$ cat config.mk
export PLATFORM = sky130hd
export DESIGN_NAME = seqdet_1101
export DESIGN_NICKNAME = d
export VERILOG_FILES = /design/src/rtl/seqdet_pkg.sv /design/src/rtl/seqdet_next.sv /design/src/rtl/seqdet_flag.sv /design/src/rtl/seqdet_state_reg.sv /design/src/rtl/seqdet_1101.sv
export SDC_FILE = /design/constraint.sdc
export NUM_CORES = 1
export LEC_CHECK = 0
export BUFFER_PORTS_ARGS = -buffer_cell sky130_fd_sc_hd__buf_2
export CORE_AREA = 4 4 41 43
export DETAILED_ROUTE_END_ITERATION = 10
export DIE_AREA = 0 0 45 47
export PLACE_DENSITY = 0.32
export SLEW_MARGIN = 10
export SYNTH_ARGS = -nofsm -noshare
export SYNTH_HDL_FRONTEND = slang
export SYNTH_SLANG_ARGS = --single-unit
$ cat constraint.sdc
create_clock -name clk -period 1.7 [get_ports clk]
set_input_delay 0.51 -clock clk [delete_from_list [all_inputs] [get_ports clk]]
set_output_delay 0.51 -clock clk [all_outputs]
set_load 0.05 [all_outputs]
$ cat src/rtl/seqdet_pkg.sv
package seqdet_pkg;

    localparam int STATE_W = 2;

    typedef enum logic [STATE_W-1:0] {
        ST_NONE  = 2'b00,
        ST_ONE   = 2'b01,
        ST_PAIR  = 2'b10,
        ST_TRIPLE = 2'b11
    } det_state_e;

    // Successor of a state for one accepted stream bit.
    function automatic det_state_e step_state(input det_state_e cur, input logic b);
        det_state_e nxt;
        unique case (cur)
            ST_NONE:   nxt = b ? ST_ONE  : ST_NONE;
            ST_ONE:    nxt = b ? ST_PAIR : ST_NONE;
            ST_PAIR:   nxt = b ? ST_PAIR : ST_TRIPLE;
            ST_TRIPLE: nxt = b ? ST_ONE  : ST_NONE;
            default:   nxt = ST_NONE;
        endcase
        return nxt;
    endfunction

    // Mealy flag: the arc leaving the 110 state on a 1.
    function automatic logic hit(input det_state_e cur, input logic b);
        return b & (cur == ST_TRIPLE);
    endfunction

endpackage

$ cat src/rtl/seqdet_next.sv
module seqdet_next
    import seqdet_pkg::*;
(
    input  det_state_e cur,
    input  logic       in_valid,
    input  logic       in_bit,
    output det_state_e nxt
);
    always_comb begin
        if (in_valid) nxt = step_state(cur, in_bit);
        else          nxt = cur;
    end
endmodule

$ cat src/rtl/seqdet_flag.sv
module seqdet_flag
    import seqdet_pkg::*;
(
    input  det_state_e cur,
    input  logic       in_valid,
    input  logic       in_bit,
    output logic       match
);
    always_comb match = in_valid & hit(cur, in_bit);
endmodule

$ cat src/rtl/seqdet_state_reg.sv
module seqdet_state_reg
    import seqdet_pkg::*;
(
    input  logic       clk,
    input  logic       rst,
    input  det_state_e nxt,
    output det_state_e cur
);
    always_ff @(posedge clk) begin
        if (rst) cur <= ST_NONE;
        else     cur <= nxt;
    end
endmodule

$ cat src/rtl/seqdet_1101.sv
module seqdet_1101
    import seqdet_pkg::*;
(
    input  logic               clk,
    input  logic               rst,
    input  logic               in_valid,
    input  logic               in_bit,
    output logic               match,
    output logic [STATE_W-1:0] state_dbg
);
    det_state_e cur_q;
    det_state_e nxt_d;

    seqdet_next u_next (
        .cur      (cur_q),
        .in_valid (in_valid),
        .in_bit   (in_bit),
        .nxt      (nxt_d)
    );

    seqdet_state_reg u_reg (
        .clk (clk),
        .rst (rst),
        .nxt (nxt_d),
        .cur (cur_q)
    );

    seqdet_flag u_flag (
        .cur      (cur_q),
        .in_valid (in_valid),
        .in_bit   (in_bit),
        .match    (match)
    );

    assign state_dbg = cur_q;
endmodule

**Yosys cells after proc, flatten, opt, wreduce, memory -nomap -nowiden**

Cells that the tools add are included.

- Input port bits: 4
- Bits in registers: 2
- Logic and storage cells: 12

- Eq/ne operators: 3
- Reductions and logical operators: 2
- Bitwise operators: 2
- Mux-type cells: 4

Operator list:

| kind | count |
|---|---|
| $pmux W2 S3 | 1 |
| $eq A2 B2 Y1 const B | 2 |
| $and A1 B1 Y1 | 2 |
| $eq A2 B1 Y1 const B | 1 |
| $logic_not A2 Y1 | 1 |
| $mux W1 | 2 |
| $mux W2 | 1 |
| $reduce_or A2 Y1 | 1 |

**Logic depth before layout (Yosys ltp)**

Gate-level depths: netlist of run 1.

- Word-level depth: 3
- Gate-level depth with buffers: 4

**Cells and area by module**

Synthesis of run 1 repeated with hierarchy kept, for this count alone.

- Cells, all modules: 15
- Area total of the unflattened synthesis: 131.4 um^2

Modules (own cells, without submodules):

| module | area each (um^2) | seq. area each (um^2) | times used | cells an instance |
|---|---|---|---|---|
| seqdet_next | 70.1 | 0.0 | 1 | 10 |
| seqdet_state_reg | 52.6 | 40.0 | 1 | 4 |
| seqdet_flag | 8.8 | 0.0 | 1 | 1 |

**Least setup slack after synthesis of run 1**

No wires, ideal clock.

- Kind: flip-flop to output port
- From: register u_reg.cur[1]
- To: output match
- Cell stages (with the launch flop): 3
- Data arrival time: 1235 ps
- Buffers on the path: 0
- Path slack: -45 ps
- Cells stage by stage: dfxtp_1 -> ha_1 -> and3_2

- Cells in the longest elaborated chain, start to end: 3

Ends and longest elaborated chain:

| item | RTL line | RTL |
|---|---|---|
| start: declaration | seqdet_state_reg.sv:7 | `output det_state_e cur` |
| start signal: assignment | seqdet_state_reg.sv:11 | `else cur <= nxt;` |
| $eq A2 B2 Y1 | seqdet_pkg.sv:27 | `return b & (cur == ST_TRIPLE);` |
| $and A1 B1 Y1 | seqdet_pkg.sv:27 |  |
| $and A1 B1 Y1 | seqdet_flag.sv:9 | `always_comb match = in_valid & hit(cur, in_bit);` |
| end: declaration | seqdet_1101.sv:8 | `output logic match,` |

Every way passes these cells.

**Final worst setup path of run 1**

- From: register u_reg.cur[0]
- To: output match

Same word-level chain as after synthesis.

==> reports/qor.txt, run 1 <==
Cell Area, Synth: 140 um^2
Clk slew on worst S/H paths: 0.03 ns
Post-CTS sizing: 0
Fin crit share: 0.968
WHS: 0.456 ns
Fin. Hold Viols: 0
Grt peak-use layer: met4
M1 GR Usage: 0.0385
Util after Layout: 0.164
Routed Antenna Nets: 0
Layout Skew: 0.00196 ns
Slowest cell delay on critical path: 0.33 ns
Routed WL: 314 um
Fmax: 608 MHz
TritonCTS Buffers: 3
Hold Buf Count CTS: 0
Vias in the first global route: 134
Clock Sinks: 2
Grt ovf: 0
Max Slew Vio Count: 0
Die Y: 47 um
Met3 Use GR: 0.0307
Initial Utilization: 0.108
Outcome: finished, final reports clean
Slew @ Worst Pin: 0.252 ns
Initial antenna violation count: 0
Post-CTS Setup Repair Bufs: 0
Die Width: 45 um
Core Rows: 13
PD cells: 941 nW/um^2
RSZ-0062 raised after global routing: false
Max Cap Viol: 0
Leakage: 0.108 nW
Mapped Avg Cell Area: 10.0 um^2
#FFs+latches synth: 2
Buf+Inv Stages, Crit Path: 1
CTS tree: yes
Top reg by flops: u_reg.cur
Vias/cell: 3.29
Share of layout cells above drive strength 1: 0.565
Vias: 125
Met2 Resource Use GR: 0.0367
Pin count of the biggest net entering global routing: 6
Setup Viol. Count Final: 0
CP Launch Type: flop
Commonest cells after routing, fill and taps aside: buf_2 (6), ha_1 (3), clkbuf_4 (3)
Crit path capture type: output pin
Global-route wire length before repair: 489 um
Netlist cell types: 8
Max stage delay cell, worst path: dfxtp_2
Largest delay contributor family on the critical path: flip-flops
Wire per inst: 8.26 um
Largest regs: u_reg.cur x2
Worst Hold Launch: rst
Diodes inserted: 0
Normalized max-slew margin: 0.833
Worst Setup SP: u_reg.cur[0]
Final net count: 32
Critical path cell sequence: ha_1 -> and3_2 -> buf_2
Post-synth top area share: 0.286
H-tree levels: 1
Area Growth Syn to Fin: 52.7%
Syn_nets: 21
Critical Path Fanout Max: 5
Starting DRT DRC Count: 0
Synth Instances: 14
Clock buffer depth: 2
Synth area leaders: dfxtp_1 (29%), ha_1 (27%), mux2i_1 (14%)
Origin of the critical flop-to-flop path: u_reg.cur[0]
Max FFs per register: 2
Detailed Routing Iterations Pass 1: 1
FF-to-FF setup slack: 0.65 ns
Worst-Skew Late Latency: 0.22 ns
Setup TNS: 0 ns
Critical path class: reg2out
Final min period: 1.65 ns
Peak supply drop: 0.000218 V
GP Congestion: 0.651
Io pins: 7
Required time worst endpoint: 1.19 ns
Post-synthesis sequential area ratio: 0.286
Overall routing resource usage: 0.0371
Most common cell after layout, fill and taps aside: buf_2
PortBufs: 6
Worst hold-check path type: in2reg
Crit path arrival time: 1.14 ns
Synth warn: 0
DRC: 0
Area of the die: 2120 um^2
Clock Tree Root: clkbuf_4
Yosys top cell by area: dfxtp_1
Core area: 1300 um^2
[worst register-to-register path: stages, from the launching register on]
cell	delay, ns
dfxtp_2	0.35
inv_1	0.05
ha_1	0.28
mux2i_1	0.17
a211oi_2	0.09
[cell usage after synthesis]
master and instances:
a211oi_1 1, a211oi_2 1, and3_2 1, dfxtp_1 2, ha_1 3, inv_1 2
mux2i_1 2, nor2_1 2
[metal layers]
| metal | vias up | part of all wire |
|---|---|---|
| met3 | 0 | 0.14 |
| met4 | 0 | 0 |
| li1 | 67 | - |
| met1 | 52 | 0.53 |
| met2 | 6 | 0.33 |
| met5 | - | 0 |
[where the power goes]
group          switching [mW]  internal, mW  total, mW  leakage, nW
Sequential            0.00484        0.0519     0.0567       0.0172
Combinational          0.0266        0.0143     0.0408       0.0771
Clock                  0.0259        0.0778      0.104       0.0138
Total                  0.0573         0.144      0.201        0.108
[per-stage QoR]
step,cells,power [mW],cell area [um^2],setup WS (ns)
finish,38,0.201,214,0.0549
global route,38,0.216,214,0.0157
CTS,38,0.209,214,0.0393
detailed placement,35,0.0984,191,0.131
global placement,35,0.0980,191,0.140
floorplan,14,0.0852,143,0.161
[cells by family (layout without fill, tap and decap cells)]
kind of cell / count (synthesis) / count (layout) / share of synthesized area
multiplexers: 2 / 2 / 0.143
buffers and inverters: 2 / 11 / 0.0536
AO/OA/AOI/OAI: 2 / 2 / 0.143
adder cells (fa/ha/maj): 3 / 3 / 0.268
AND/OR/NAND/NOR: 3 / 3 / 0.107
flip-flops: 2 / 2 / 0.286
[cell type report]
| type | count | area [um^2] |
|---|---|---|
| Fill cell | 160 | 1090 |
| Multi-Input combinational cell | 10 | 92.6 |
| Tap cell | 15 | 18.8 |
| Sequential cell | 2 | 42.5 |
| Inverter | 2 | 7.51 |
| Clock buffer | 3 | 22.5 |
| Timing Repair Buffer | 6 | 30.0 |
[final timing paths]
kind	cells past startpoint	endpoint
max	3	match
min	2	u_reg.cur[0]
max reg2reg	4	u_reg.cur[0]
min reg2reg	2	u_reg.cur[1]
Note: power is estimated with default switching activity, not from simulation.
==> run 2: changes to the inputs <==
--- a/config.mk
+++ b/config.mk
@@ -7,6 +7,7 @@
 export LEC_CHECK = 0
 export BUFFER_PORTS_ARGS = -buffer_cell sky130_fd_sc_hd__buf_2
 export CORE_AREA = 4 4 41 43
+export CTS_BUF_LIST = sky130_fd_sc_hd__clkbuf_8 sky130_fd_sc_hd__clkbuf_16
 export DETAILED_ROUTE_END_ITERATION = 10
 export DIE_AREA = 0 0 45 47
 export PLACE_DENSITY = 0.32
==> run 2 against run 1 <==
Against the previous run: first-iteration DRC count is 1 higher; via count increased by 2.4%; clock power grew 78%; design area increased by 8.8%; highest routed layer is now met4.
==> reports/qor.txt, run 2 (synthesized netlist as in run 1, its figures left out) <==
Placement Setup Slack: 0.131 ns (unchanged)
Crit path arrival time: 1.12 ns (-0.02 ns)
H-tree levels: 1 (unchanged)
Leakage: 0.116 nW (+7.2%)
Die Y: 47 um (unchanged)
Post-CTS Setup Repair Bufs: 0 (unchanged)
FF/Latch Area: 42.5 um^2 (unchanged)
CP Launch Type: flop
Detailed Routing Iterations Pass 1: 2 (+1)
Area Growth Syn to Fin: 66.1%
Required time worst endpoint: 1.19 ns (about the same)
Commonest cells after routing, fill and taps aside: buf_2 (6), ha_1 (3), clkbuf_8 (3)
Clock Sinks: 2 (unchanged)
Placed Cells: 35 (unchanged)
Starting DRT DRC Count: 1 (+1)
Final min period: 1.63 ns (-0.0114 ns)
Peak supply drop: 0.000265 V (+21%)
Design Power: 0.283 mW (+41%)
FILL cells: 160 (unchanged)
Critical path class: reg2out
Routed Antenna Nets: 0 (unchanged)
Slew @ Worst Pin: 0.252 ns (+0.000000119 ns)
Hold Buf Count CTS: 0 (unchanged)
Outcome: finished, final reports clean
Pin count of the biggest net entering global routing: 6 (unchanged)
Fmax: 612 MHz (+0.70%)
WHS: 0.470 ns (+0.0134 ns)
Diodes inserted: 0 (unchanged)
Crit path capture type: output pin
GP Congestion: 0.651 (unchanged)
Clock Tree Root: clkbuf_8
PD cells: 1220 nW/um^2 (+29%)
Origin of the critical flop-to-flop path: u_reg.cur[0]
R2r worst-path depth: 4 (unchanged)
Fin cells: 38 (unchanged)
Footprint of the multi-input gates: 92.6 um^2 (unchanged)
Vias: 128 (+2.4%)
Max FFs per register: 2 (unchanged)
Critical path cell sequence: ha_1 -> and3_2 -> buf_2
Initial antenna violation count: 0 (unchanged)
Top reg by flops: u_reg.cur
Final net count: 32 (unchanged)
Most common cell after layout, fill and taps aside: buf_2
Max stage delay cell, worst path: dfxtp_2
Share of layout cells above drive strength 1: 0.565 (unchanged)
Post-route cell area: 233 um^2 (+8.8%)
DRC: 0 (unchanged)
Setup TNS: 0 ns (unchanged)
Routed WL: 325 um (+3.5%)
Core area: 1300 um^2 (unchanged)
Io pins: 7 (unchanged)
Post-CTS sizing: 0 (unchanged)
Setup Viol. Count Final: 0 (unchanged)
Max Cap Viol: 0 (unchanged)
Worst hold-check path type: in2reg
Largest regs: u_reg.cur x2
Max Slew Vio Count: 0 (unchanged)
TritonCTS Buffers: 3 (unchanged)
Worst-Skew Late Latency: 0.21 ns (about the same)
Worst Hold Depth: 2 (unchanged)
Wire per inst: 8.55 um (+3.5%)
Layout Skew: 0.00207 ns (+0.000114 ns)
Clock buffer depth: 2 (unchanged)
Setup WS post-layout: 0.0663 ns (+0.0114 ns)
Die Width: 45 um (unchanged)
Slowest cell delay on critical path: 0.36 ns (+0.03 ns)
Vias in the first global route: 129 (-3.7%)
Util after Layout: 0.179 (+0.0144)
Critical Path Fanout Max: 5 (unchanged)
RSZ-0062 raised after global routing: false
Worst Setup SP: u_reg.cur[1]
Placed Area: 191 um^2 (unchanged)
Normalized max-slew margin: 0.833 (unchanged)
Fin. Hold Viols: 0 (unchanged)
Worst Hold Launch: rst
Clk slew on worst S/H paths: 0.03 ns (about the same)
Grt ovf: 0 (unchanged)
Fin crit share: 0.961 (-0.00672)
Global-route wire length before repair: 510 um (+4.3%)
Vias/cell: 3.37 (+2.4%)
Initial Utilization: 0.108 (unchanged)
Overall routing resource usage: 0.0426 (+0.00552)
CTS tree: yes
PortBufs: 6 (unchanged)
Core Rows: 13 (unchanged)
Area of the die: 2120 um^2 (unchanged)
[run 2: cell counts in the layout (fill, tap and decap cells not counted)]
No cell type changed its count.
[run 2: worst max-delay path, delay by kind of cell (launching register included)]
family	cells	cell delay, ns
adder cells (fa/ha/maj)	1	0.14
buffers and inverters	1	0.25
flip-flops	1	0.36
AND/OR/NAND/NOR	1	0.16
[run 2: power by group]
| group | internal [mW] | switching, mW |
|---|---|---|
| combinational | 0.0143 | 0.0266 |
| clock | 0.150 | 0.0356 |
| sequential | 0.0520 | 0.00495 |
[run 2: final timing paths]
| kind | end | slack (ns) |
|---|---|---|
| max | match | 0.07 |
| min | u_reg.cur[0] | 0.47 |
| max reg2reg | u_reg.cur[0] | 0.65 |
| min reg2reg | u_reg.cur[1] | 0.52 |
[run 2: routing by layer]
layer | wire length, um | up-vias | part of all wire | track usage
li1 | - | 67 | - | -
met1 | 166 | 51 | 0.51 | 0.0407
met2 | 104 | 8 | 0.32 | 0.0367
met3 | 46 | 2 | 0.14 | 0.0421
met4 | 8 | 0 | 0.025 | 0.0702
met5 | 0 | - | 0 | 0
[run 2: cell type report]
cell class,instances,share of cell area
flip-flops and latches,2,0.183
clock buffers,3,0.177
inverters,2,0.0323
repair buffers,6,0.129
multi-input cells,10,0.398
well taps,15,0.0806
